**config.mk**
```make
export PLATFORM = sky130hd
export DESIGN_NAME = pwm_tri_timer
export DESIGN_NICKNAME = d
export VERILOG_FILES = /design/src/rtl/pwm_tri_pkg.sv /design/src/rtl/pwm_cnt.sv /design/src/rtl/pwm_cmp.sv /design/src/rtl/pwm_dt.sv /design/src/rtl/pwm_tri_timer.sv
export SDC_FILE = /design/constraint.sdc
export NUM_CORES = 1
export LEC_CHECK = 0
export CAP_MARGIN = 20
export CORE_ASPECT_RATIO = 1.25
export CORE_MARGIN = 4
export CORE_UTILIZATION = 65
export CTS_CLUSTER_SIZE = 30
export DETAILED_ROUTE_END_ITERATION = 8
export MAX_ROUTING_LAYER = met4
export PLACE_DENSITY = 0.93
export REMOVE_ABC_BUFFERS = 1
export SYNTH_ARGS = -nofsm -noshare
export SYNTH_HDL_FRONTEND = slang
export SYNTH_SLANG_ARGS = --single-unit
export TNS_END_PERCENT = 100
```
**constraint.sdc**
```tcl
create_clock -name clk -period 9.3 [get_ports clk]
set_clock_uncertainty 0.1 [all_clocks]
set_input_delay 1.86 -clock clk [delete_from_list [all_inputs] [get_ports clk]]
set_output_delay 1.86 -clock clk [all_outputs]
set_load 0.01 [all_outputs]
```
**src/rtl/pwm_tri_pkg.sv**
```systemverilog
`timescale 1ns/1ps
package pwm_tri_pkg;

    typedef enum logic [1:0] {
        CNT_UP   = 2'd0,
        CNT_DN   = 2'd1,
        CNT_TRI  = 2'd2,
        CNT_TRI2 = 2'd3
    } cnt_mode_e;

    typedef enum logic [1:0] {
        XF_TROUGH0 = 2'd0,
        XF_TROUGH  = 2'd1,
        XF_CREST   = 2'd2,
        XF_BOTH    = 2'd3
    } xfer_e;

    localparam int unsigned ADDR_W = 3;
    localparam logic [ADDR_W-1:0] AD_LIMIT = 3'd0;
    localparam logic [ADDR_W-1:0] AD_CTRL  = 3'd5;

    // 8 low control bits, msb first
    typedef struct packed {
        logic      idle_b;
        logic      idle_a;
        logic      comp;
        logic      buf_en;
        xfer_e     xfer;
        cnt_mode_e mode;
    } ctrl_t;

endpackage

```
**src/rtl/pwm_cnt.sv**
```systemverilog
`timescale 1ns/1ps
module pwm_cnt
    import pwm_tri_pkg::*;
#(
    parameter int unsigned CW = 32
) (
    input  logic          clk,
    input  logic          rst_n,
    input  logic          start,
    input  logic          stop,
    input  logic          clr,
    input  cnt_mode_e     mode,
    input  logic [CW-1:0] period,
    output logic          run,
    output logic [CW-1:0] cnt,
    output logic          up,
    output logic          top_ev,
    output logic          bot_ev
);

    typedef struct packed {
        logic          run;
        logic          up;
        logic [CW-1:0] cnt;
    } st_t;

    st_t s_d, s_q;

    always_comb begin
        top_ev = s_q.run && (s_q.cnt >= period)
                 && ((mode == CNT_UP) || (mode[1] && s_q.up));
        bot_ev = s_q.run && (s_q.cnt == '0)
                 && ((mode == CNT_DN) || (mode[1] && !s_q.up));

        s_d = s_q;
        if (stop)       s_d.run = 1'b0;
        else if (start) s_d.run = 1'b1;

        if (clr) begin
            s_d.cnt = '0;
            s_d.up  = 1'b1;
        end else if (s_q.run) begin
            unique case (mode)
                CNT_UP: begin
                    s_d.up  = 1'b1;
                    s_d.cnt = top_ev ? '0 : s_q.cnt + CW'(1);
                end
                CNT_DN: begin
                    s_d.up  = 1'b0;
                    s_d.cnt = bot_ev ? period : s_q.cnt - CW'(1);
                end
                default: begin
                    if (s_q.up) begin
                        if (s_q.cnt >= period) begin
                            s_d.up  = 1'b0;
                            s_d.cnt = s_q.cnt - CW'(1);
                        end else begin
                            s_d.cnt = s_q.cnt + CW'(1);
                        end
                    end else begin
                        if (s_q.cnt == '0) begin
                            s_d.up  = 1'b1;
                            s_d.cnt = s_q.cnt + CW'(1);
                        end else begin
                            s_d.cnt = s_q.cnt - CW'(1);
                        end
                    end
                end
            endcase
        end
    end

    always_ff @(posedge clk or negedge rst_n) begin
        if (!rst_n) s_q <= '{run: 1'b0, up: 1'b1, cnt: '0};
        else        s_q <= s_d;
    end

    assign run = s_q.run;
    assign cnt = s_q.cnt;
    assign up  = s_q.up;


    wrap_up_chk: assert property (@(posedge clk) disable iff (!rst_n)
        (s_q.run && !clr && mode == CNT_UP && s_q.cnt == period) |=> (s_q.cnt == '0));


    reload_dn_chk: assert property (@(posedge clk) disable iff (!rst_n)
        (s_q.run && !clr && mode == CNT_DN && s_q.cnt == '0) |=> (s_q.cnt == $past(period)));


    crest_turn_chk: assert property (@(posedge clk) disable iff (!rst_n)
        (s_q.run && !clr && mode[1] && s_q.up && s_q.cnt == period && period != '0)
        |=> (!s_q.up && s_q.cnt == $past(period) - CW'(1)));


    clr_zero_chk: assert property (@(posedge clk) disable iff (!rst_n)
        clr |=> (s_q.cnt == '0 && s_q.up));


    hold_stop_chk: assert property (@(posedge clk) disable iff (!rst_n)
        (!s_q.run && !clr) |=> $stable(s_q.cnt));

endmodule

```
**src/rtl/pwm_cmp.sv**
```systemverilog
`timescale 1ns/1ps
module pwm_cmp
    import pwm_tri_pkg::*;
#(
    parameter int unsigned CW = 32
) (
    input  logic          clk,
    input  logic          rst_n,
    input  logic          wr_near,
    input  logic          wr_far,
    input  logic [CW-1:0] wdata,
    input  logic          buf_en,
    input  xfer_e         xfer,
    input  logic          tri_mode,
    input  logic          load,
    input  logic          top_ev,
    input  logic          bot_ev,
    input  logic          run,
    input  logic [CW-1:0] cnt,
    input  logic          up,
    output logic          wave
);

    typedef struct packed {
        logic [CW-1:0] near;
        logic [CW-1:0] far;
        logic [CW-1:0] act;
        logic          wave;
    } st_t;

    st_t s_d, s_q;

    always_comb begin
        s_d = s_q;
        if (wr_near) s_d.near = wdata;
        if (wr_far)  s_d.far  = wdata;

        // live compare reload, reads buffers before this clock's write
        if (!buf_en || load) begin
            s_d.act = s_q.near;
        end else if (tri_mode) begin
            if (bot_ev && xfer != XF_CREST) s_d.act = s_q.near;
            if (top_ev && xfer == XF_CREST) s_d.act = s_q.near;
            if (top_ev && xfer == XF_BOTH)  s_d.act = s_q.far;
        end else if (top_ev || bot_ev) begin
            s_d.act = s_q.near;
        end

        if (!run)                  s_d.wave = 1'b0;
        else if (!tri_mode)        s_d.wave = (cnt < s_q.act);
        else if (cnt == s_q.act)   s_d.wave = up;
    end

    always_ff @(posedge clk or negedge rst_n) begin
        if (!rst_n) s_q <= '0;
        else        s_q <= s_d;
    end

    assign wave = s_q.wave;


    act_hold_chk: assert property (@(posedge clk) disable iff (!rst_n)
        (buf_en && !load && !top_ev && !bot_ev) |=> $stable(s_q.act));

endmodule

```
**src/rtl/pwm_dt.sv**
```systemverilog
`timescale 1ns/1ps
module pwm_dt #(
    parameter int unsigned DTW = 24
) (
    input  logic           clk,
    input  logic           rst_n,
    input  logic           run,
    input  logic           raw,
    input  logic [DTW-1:0] dt,
    output logic           out
);

    typedef struct packed {
        logic [DTW-1:0] hold;
        logic           out;
    } st_t;

    st_t s_d, s_q;

    always_comb begin
        s_d = s_q;
        if (!run || !raw) begin
            s_d.hold = '0;
            s_d.out  = 1'b0;
        end else begin
            if (s_q.hold != '1) s_d.hold = s_q.hold + DTW'(1);
            s_d.out = (s_q.hold >= dt);
        end
    end

    always_ff @(posedge clk or negedge rst_n) begin
        if (!rst_n) s_q <= '0;
        else        s_q <= s_d;
    end

    assign out = s_q.out;


    fall_fast_chk: assert property (@(posedge clk) disable iff (!rst_n)
        (run && !raw) |=> !s_q.out);

endmodule

```
**src/rtl/pwm_tri_timer.sv**
```systemverilog
`timescale 1ns/1ps
module pwm_tri_timer
    import pwm_tri_pkg::*;
#(
    parameter int unsigned CW = 32
) (
    input  logic          clk,
    input  logic          rst_n,
    input  logic          wr_en,
    input  logic [2:0]    wr_addr,
    input  logic [CW-1:0] wr_data,
    input  logic          start,
    input  logic          stop,
    input  logic          clr,
    output logic          pin_a,
    output logic          pin_b,
    output logic          irq_ovf,
    output logic          irq_unf,
    output logic [CW-1:0] cnt_o,
    output logic          cnt_up_o
);

    localparam int unsigned DTW = CW - 8;
    localparam int unsigned NCH = 2;

    typedef struct packed {
        logic [CW-1:0]  period;
        ctrl_t          ctrl;
        logic [DTW-1:0] dt;
        logic           ovf;
        logic           unf;
    } st_t;

    st_t s_d, s_q;

    logic          run, up, top_ev, bot_ev, load;
    logic [CW-1:0] cnt;
    logic [NCH-1:0] wave, src, dto;

    always_comb begin
        s_d     = s_q;
        s_d.ovf = top_ev;
        s_d.unf = bot_ev;
        if (wr_en && wr_addr == AD_LIMIT) s_d.period = wr_data;
        if (wr_en && wr_addr == AD_CTRL) begin
            s_d.ctrl = ctrl_t'(wr_data[7:0]);
            s_d.dt   = wr_data[CW-1:8];
        end
    end

    always_ff @(posedge clk or negedge rst_n) begin
        if (!rst_n) s_q <= '0;
        else        s_q <= s_d;
    end

    assign load = start && !stop && !run;

    pwm_cnt #(.CW(CW)) u_cnt (
        .clk    (clk),
        .rst_n  (rst_n),
        .start  (start),
        .stop   (stop),
        .clr    (clr),
        .mode   (s_q.ctrl.mode),
        .period (s_q.period),
        .run    (run),
        .cnt    (cnt),
        .up     (up),
        .top_ev (top_ev),
        .bot_ev (bot_ev)
    );

    for (genvar g = 0; g < NCH; g++) begin : g_ch
        logic near_hit, far_hit;
        assign near_hit = wr_en && (wr_addr == ADDR_W'(1 + 2 * g));
        assign far_hit  = wr_en && (wr_addr == ADDR_W'(2 + 2 * g));

        pwm_cmp #(.CW(CW)) u_cmp (
            .clk      (clk),
            .rst_n    (rst_n),
            .wr_near  (near_hit),
            .wr_far   (far_hit),
            .wdata    (wr_data),
            .buf_en   (s_q.ctrl.buf_en),
            .xfer     (s_q.ctrl.xfer),
            .tri_mode (s_q.ctrl.mode[1]),
            .load     (load),
            .top_ev   (top_ev),
            .bot_ev   (bot_ev),
            .run      (run),
            .cnt      (cnt),
            .up       (up),
            .wave     (wave[g])
        );

        if (g == 0) begin : g_src_a
            assign src[g] = wave[0];
        end else begin : g_src_b
            assign src[g] = s_q.ctrl.comp ? ~wave[0] : wave[g];
        end

        pwm_dt #(.DTW(DTW)) u_dt (
            .clk   (clk),
            .rst_n (rst_n),
            .run   (run),
            .raw   (src[g]),
            .dt    (s_q.dt),
            .out   (dto[g])
        );
    end

    assign pin_a    = run ? dto[0] : s_q.ctrl.idle_a;
    assign pin_b    = run ? dto[1] : s_q.ctrl.idle_b;
    assign irq_ovf  = s_q.ovf;
    assign irq_unf  = s_q.unf;
    assign cnt_o    = cnt;
    assign cnt_up_o = up;


    no_overlap_chk: assert property (@(posedge clk) disable iff (!rst_n)
        (run && $past(run) && s_q.ctrl.comp && $past(s_q.ctrl.comp)) |-> !(dto[0] && dto[1]));

endmodule

```
# Word level (Yosys, flattened, before mapping)
# Index checks and enable logic that the tools add are counted.
# totals
ff_bits	344
inputBits	41
out_inout_bits	37
wordCells	126
# op_classes
n_addsub	4
order_cmp	5
eq_ne	16
n_mux	37
n_bitwise	1
reduce_logical	38
# ops
cell	count
2-to-1 mux 32 bit	16
2-to-1 mux 33 bit	3
one-hot mux 33 bit (2 select lines)	1
equality test 32 bit	2
< comparator 32 bit	2
2-to-1 mux 25 bit	2
adder 24 x 1 -> 24 bit (second input constant)	2
>= comparator 24 bit	2
2-to-1 mux 24 bit	2
!= test 24 bit (second input constant)	2
adder 32 x 1 -> 32 bit (second input constant)	1
>= comparator 32 bit	1
logical NOT 32 bit	1
subtractor 32 x 1 -> 32 bit (second input constant)	1
logical AND 1 bit	17
2-to-1 mux 1 bit	13
nonzero test 2 bit	4
equality test 3 x 2 -> 1 bit (second input constant)	2
equality test 3 bit (second input constant)	2
logical NOT 1 bit	6
logical OR 1 bit	6
!= test 3 x 2 -> 1 bit (second input constant)	2
!= test 5 x 1 -> 1 bit (second input constant)	1
equality test 2 bit (second input constant)	2
other kinds (8)	8

# Depth between registers and ports, before layout
# logic_depth
word_depth	10
ltp_mapped	12
ltp_nobuf	11

# Cells and area by module
# A second synthesis with hierarchy kept.
# hier_totals
cells_unflattened	1946
hier_area_um2	19960.4
# by_module_without_submodules
mod	instances	cells_per_inst	area_per_inst_um2	seq_area_each_um2
pwm_cmp	2	397	4719.5	2427.3
pwm_cnt	1	562	4096.4	852.1
pwm_dt	2	221	1931.9	625.6
pwm_tri_timer	1	148	2561.2	1651.6

# Worst setup path before layout
# OpenSTA, ideal clock, no wires.
# synth_path
path_type	reg-to-reg
start	register u_cnt.s_q (netlist bit u_cnt.cnt[0])
end	register u_cnt.s_q (netlist bit u_cnt.cnt[3])
setup_time_ns	0.094
t_arrival_ns	3.329
required_ns	9.106
setup_slack_ns	5.777
path_stages_with_launch	12
path_buffers	1
period_less_slack_ns	3.523
path_cell_list	dfrtp_1 > inv_1 > ha_1 > nand2b_1 > a2111o_1 > a311oi_1 > a21boi_0 > o31ai_1 > buf_6 > mux2_1 > a311o_1 > a221oi_2
# synth_via
elab_chain_cells	7
word_cells_on_any_way	16
cone_classes	add/sub: 2; order compare: 1; mux: 8; reduce/logical: 5
# synth_rtl
item	line	source
start, declared	pwm_cnt.sv:27	st_t s_d, s_q;
start signal, assigned	pwm_cnt.sv:74	if (!rst_n) s_q <= '{run: 1'b0, up: 1'b1, cnt: '0};
>= comparator 32 bit or logical NOT 32 bit (tied branches)	n/a	
logical AND 1 bit, on equally long branches	pwm_cnt.sv:30, pwm_cnt.sv:32	
logical AND 1 bit, on equally long branches	pwm_cnt.sv:31, pwm_cnt.sv:33	
2-to-1 mux 32 bit, on equally long branches	pwm_cnt.sv:46, pwm_cnt.sv:50	
one-hot mux 33 bit (2 select lines) *	pwm_cnt.sv:43	unique case (mode)
2-to-1 mux 33 bit *	pwm_cnt.sv:42	end else if (s_q.run) begin
2-to-1 mux 33 bit *	pwm_cnt.sv:39	if (clr) begin
# Mark *: on every way between the ends. The rest lies on a longest branch, timed or not. The select of a mux whose other input is x is not followed.
# A chain may end at the register's enable or synchronous reset.

# Final worst setup path
# layout_path
start	register u_cnt.s_q (netlist bit u_cnt.cnt[27])
end	register g_ch[0].u_cmp.s_q[1] (netlist name)
# layout_via
elab_chain_cells	8
word_cells_on_any_way	17
cone_classes	order compare: 1; eq/ne: 1; mux: 4; reduce/logical: 11
# layout_rtl
item	line	source
>= comparator 32 bit *	pwm_cnt.sv:30	top_ev = s_q.run && (s_q.cnt >= period)
logical AND 1 bit *	pwm_cnt.sv:30	
logical AND 1 bit *	pwm_cnt.sv:31	&& ((mode == CNT_UP) || (mode[1] && s_q.up));
via g_ch[0].u_cmp.top_ev	pwm_cmp.sv:16	input logic top_ev,
logical AND 1 bit	pwm_cmp.sv:43	if (top_ev && xfer == XF_CREST) s_d.act = s_q.near;
2-to-1 mux 32 bit	pwm_cmp.sv:43	
2-to-1 mux 32 bit	pwm_cmp.sv:44	if (top_ev && xfer == XF_BOTH) s_d.act = s_q.far;
2-to-1 mux 32 bit	pwm_cmp.sv:41	end else if (tri_mode) begin
2-to-1 mux 32 bit	pwm_cmp.sv:39	if (!buf_en || load) begin
end signal, assigned	pwm_cmp.sv:55	if (!rst_n) s_q <= '0;
end signal, assigned	pwm_cmp.sv:56	else s_q <= s_d;
end, declared	pwm_cmp.sv:31	st_t s_d, s_q;
# Mark *: on every way through the listed nets, which the timed path passes. The rest lies on a longest branch.

==> metrics.md <==
| Metric | Value |
|---|---|
| CP endpoint | `g_ch[0].u_cmp.s_q[1]` |
| VDD IR max | `approximately 0.19 mV` |
| Critical path buffers and inverters | `3` |
| Fraction of layout cells with a size suffix above 1 | `13.9%` |
| Largest stage delay, worst path | `0.90 ns` |
| Internal | `3.28 mW` |
| Commonest non-fill, non-tap cells in the layout | `dfrtp_1, mux2_2, mux2i_1, ha_1, inv_1` |
| Type of the worst min-delay path | `reg2reg` |
| Critical path's slowest cell | `buf_4` |
| Mapped Cells | `1918` |
| Die area | `33600 um^2` |
| Avg WL per Cell | `23.5 um` |
| Most used cell along the critical path | `buf_4` |
| Total grt overflow | `0` |
| Fin cells | `2396` |
| Initial antenna violation count | `1` |
| Core Area | `30200 um^2` |
| Largest net degree at the start of global routing | `between 80 and 90` |
| FF+latch count, synth | `344` |
| Library cells used by synthesis | `78` |
| Iter 0 DRT Violations | `1535` |
| CP Data Required Time | `roughly 9.6 ns` |
| CP Launch Type | `flop` |
| Reg power frac | `41.0%` |
| Final WL | `approximately 56 mm` |
| Inst Count DP | `2331` |
| Clk Latency, worst-skew pair | `0.53 ns` |
| Fin Setup TNS | `0 ns` |
| IO buf count | `77` |
| Crit path from | `u_cnt.cnt[27]` |
| Fmax | `0.216 GHz` |
| Number of cells on the critical path | `12` |
| GRT Total Usage | `about a third` |
| Slew Limit Fails | `0` |
| Setup CP Type | `reg2reg` |
| Syn Area/Cell | `10.4 um^2` |
| DP Wirelength | `between 30 and 40 mm` |
| # fillers | `1954` |
| I/O Pins | `between 70 and 80` |
| Number of global-route vias before repair | `16335` |
| Max Cap Violations | `0` |
| Nets | `2159` |
| Clock power share | `28.4%` |
| Sw frac | `about 34%` |
| # hold bufs at CTS | `0` |
| Fin area | `22200 um^2` |
| Worst path top cell family by delay | `simple AND/OR/NAND/NOR gates` |
| Combinational power share | `30.6%` |
| EDFF count, synth | `0` |
| FF-to-FF End | `g_ch[0].u_cmp.s_q[1]` |
| Least-Margin Pin Slew | `1.14 ns` |
| Fin crit period | `4.62 ns` |
| Yosys top cell by area | `dfrtp_1` |
| Row count | `roughly 70` |
| Clock-pin slew on the worst setup and hold paths | `0.06 ns` |
| Top cells by area, synth | `dfrtp_1, mux2_2, ha_1, mux2i_1, inv_1` |
| Post-CTS Setup Bufs | `0` |
| P per Cell Area | `about 220 nW/um^2` |
| Vias per inst | `6.64` |
| Cells along the critical path | `ha_1 > nand4_1 > nor4_1 > nand3_1 > a21oi_1 > a31oi_1 > buf_4 > inv_2 > a211oi_2 > nor2_4 > buf_4 > mux2_2` |
| Total power draw | `4.99 mW` |
| Most used DFF post-synth | `dfrtp_1` |
| Cts bufs inserted | `36` |
| Clock Sinks | `around 340` |
| Die Wd | `165 um` |
| Critical Path Sink Type | `flop` |
| Yosys warnings | `0` |
| Global-route wire length before repair | `89.2 mm` |
| Post-Syn Area | `20000 um^2` |
| CTS root buf | `clkbuf_16` |
| CTS tree | `built` |
| Crit path DAT | `a little under 5 ns` |
| Routed vias | `15920` |
| RSZ-0062 raised after global routing | `false` |
| Relative slew slack | `23.7%` |
| R2r startpoint | `u_cnt.cnt[27]` |
| Clock buffer depth | `3` |
| Reg2Reg Depth | `12` |
| Die height | `slightly above 200 um` |
| Starting Density | `66.2%` |
| DRT Pass-1 Iters | `5` |
| Endpoints failing hold | `0` |
| Area Overhead vs Synth | `11.2%` |
| Antenna Nets Post-Route | `0` |
| Yosys top cell area share | `between 40 and 50%` |
| Commonest non-fill, non-tap cell in the layout | `dfrtp_1` |
| Status | `finished clean` |
| Residual DRC | `0` |
| Post-synth ARST share | `100%` |
| Worst Path Max Fanout | `60` |
| # resized after CTS | `0` |
| LEAKAGE | `10.7 nW` |
| Final setup viols | `0` |
| GP Congestion | `0.982` |
| H-tree levels | `2` |
| Switching Power | `1.71 mW` |
| Sequential area share after synthesis | `43.1%` |
| Worst R2R Setup Slack | `4.68 ns` |
| Final Cycle Share | `49.7%` |
| Area of placed instances | `21100 um^2` |
-- how the worst min path moves through the flow --
stage / slack [ns] / cells past startpoint / from / to
after floorplan: 0.37 / 1 / g_ch[1].u_cmp.s_q[65] / g_ch[1].u_cmp.s_q[65]
after global placement: 0.38 / 1 / g_ch[1].u_cmp.s_q[65] / g_ch[1].u_cmp.s_q[65]
after CTS: 0.41 / 1 / g_ch[1].u_cmp.s_q[69] / g_ch[1].u_cmp.s_q[69]
final: 0.41 / 1 / g_ch[1].u_cmp.s_q[90] / g_ch[1].u_cmp.s_q[90]
after detailed placement: 0.39 / 1 / g_ch[1].u_cmp.s_q[90] / g_ch[1].u_cmp.s_q[90]
after global routing: 0.41 / 1 / g_ch[1].u_cmp.s_q[57] / g_ch[1].u_cmp.s_q[57]
-- through the flow --
stage / util [%] / hold WS (ns) / worst slack [ns]
final: 73.6 / 0.406 / 4.68
after detailed placement: 69.7 / 0.394 / 4.64
after floorplan: - / 0.374 / 3.85
after CTS: 73.5 / 0.408 / 4.82
after global placement: 69.7 / 0.384 / 4.67
after global routing: 73.6 / 0.415 / 4.57
-- flip-flops by register name (all words and copies together), names as in the netlist --
name and count:
g_ch.u_cmp.wave 2, u_cnt.run 1, g_ch.u_dt.out 2, g_ch.u_cmp.s_q 192, s_q 64, u_cnt.cnt 32
irq_unf 1, irq_ovf 1, g_ch.u_dt.s_q 48, u_cnt.up 1
-- area by class of cell --
cell class	count	area [um^2]	share of cell area (%)
clock inverter	9	82.6	0.371
multi-input combinational	1342	10500	47.0
sequential	344	8610	38.7
timing repair buffer	102	981	4.41
inverter	144	541	2.43
tap	401	502	2.26
antenna	3	7.51	0.0338
clock buffer	51	1050	4.72
-- cells in the mapped netlist, types with 41 or more instances --
cell	instances
a21oi_1	70
clkbuf_1	58
dfrtp_1	343
ha_1	148
inv_1	142
mux2_2	172
mux2i_1	148
nand2_1	119
nand3_1	58
nand4_1	52
nor2_1	121
o21ai_0	84
xnor2_1	41
xor2_1	48
-- layer usage --
metal  GRT usage, %  vias to the layer above  share of wire (%)
met5              -                        -                  0
met4           18.4                        0                6.6
met3           5.49                      266                7.2
met2           56.4                      796                 49
met1           41.6                     7917                 37
li1               -                     6941                  -
-- logic make-up (layout without fill, tap and decap cells) --
family	count (synthesis)	in the layout	synth area share, %
fa+ha+maj	148	148	9.27
flops	344	344	43.1
mux	322	322	17.2
other cells	0	3	0
compound gates	299	299	9.69
buf+inv	232	306	4.83
simple gates	484	484	12.0
xor+xnor	89	89	3.90
-- power by group through the flow --
stage	combinational (mW)	sequential, mW	clock (mW)
after floorplan	1.01	2.00	0
after global placement	1.38	2.04	0
after detailed placement	1.48	2.06	0
after CTS	1.50	2.04	1.43
after global routing	1.67	2.08	1.49
final	1.53	2.05	1.42
Power figures use the tool's default switching activity.
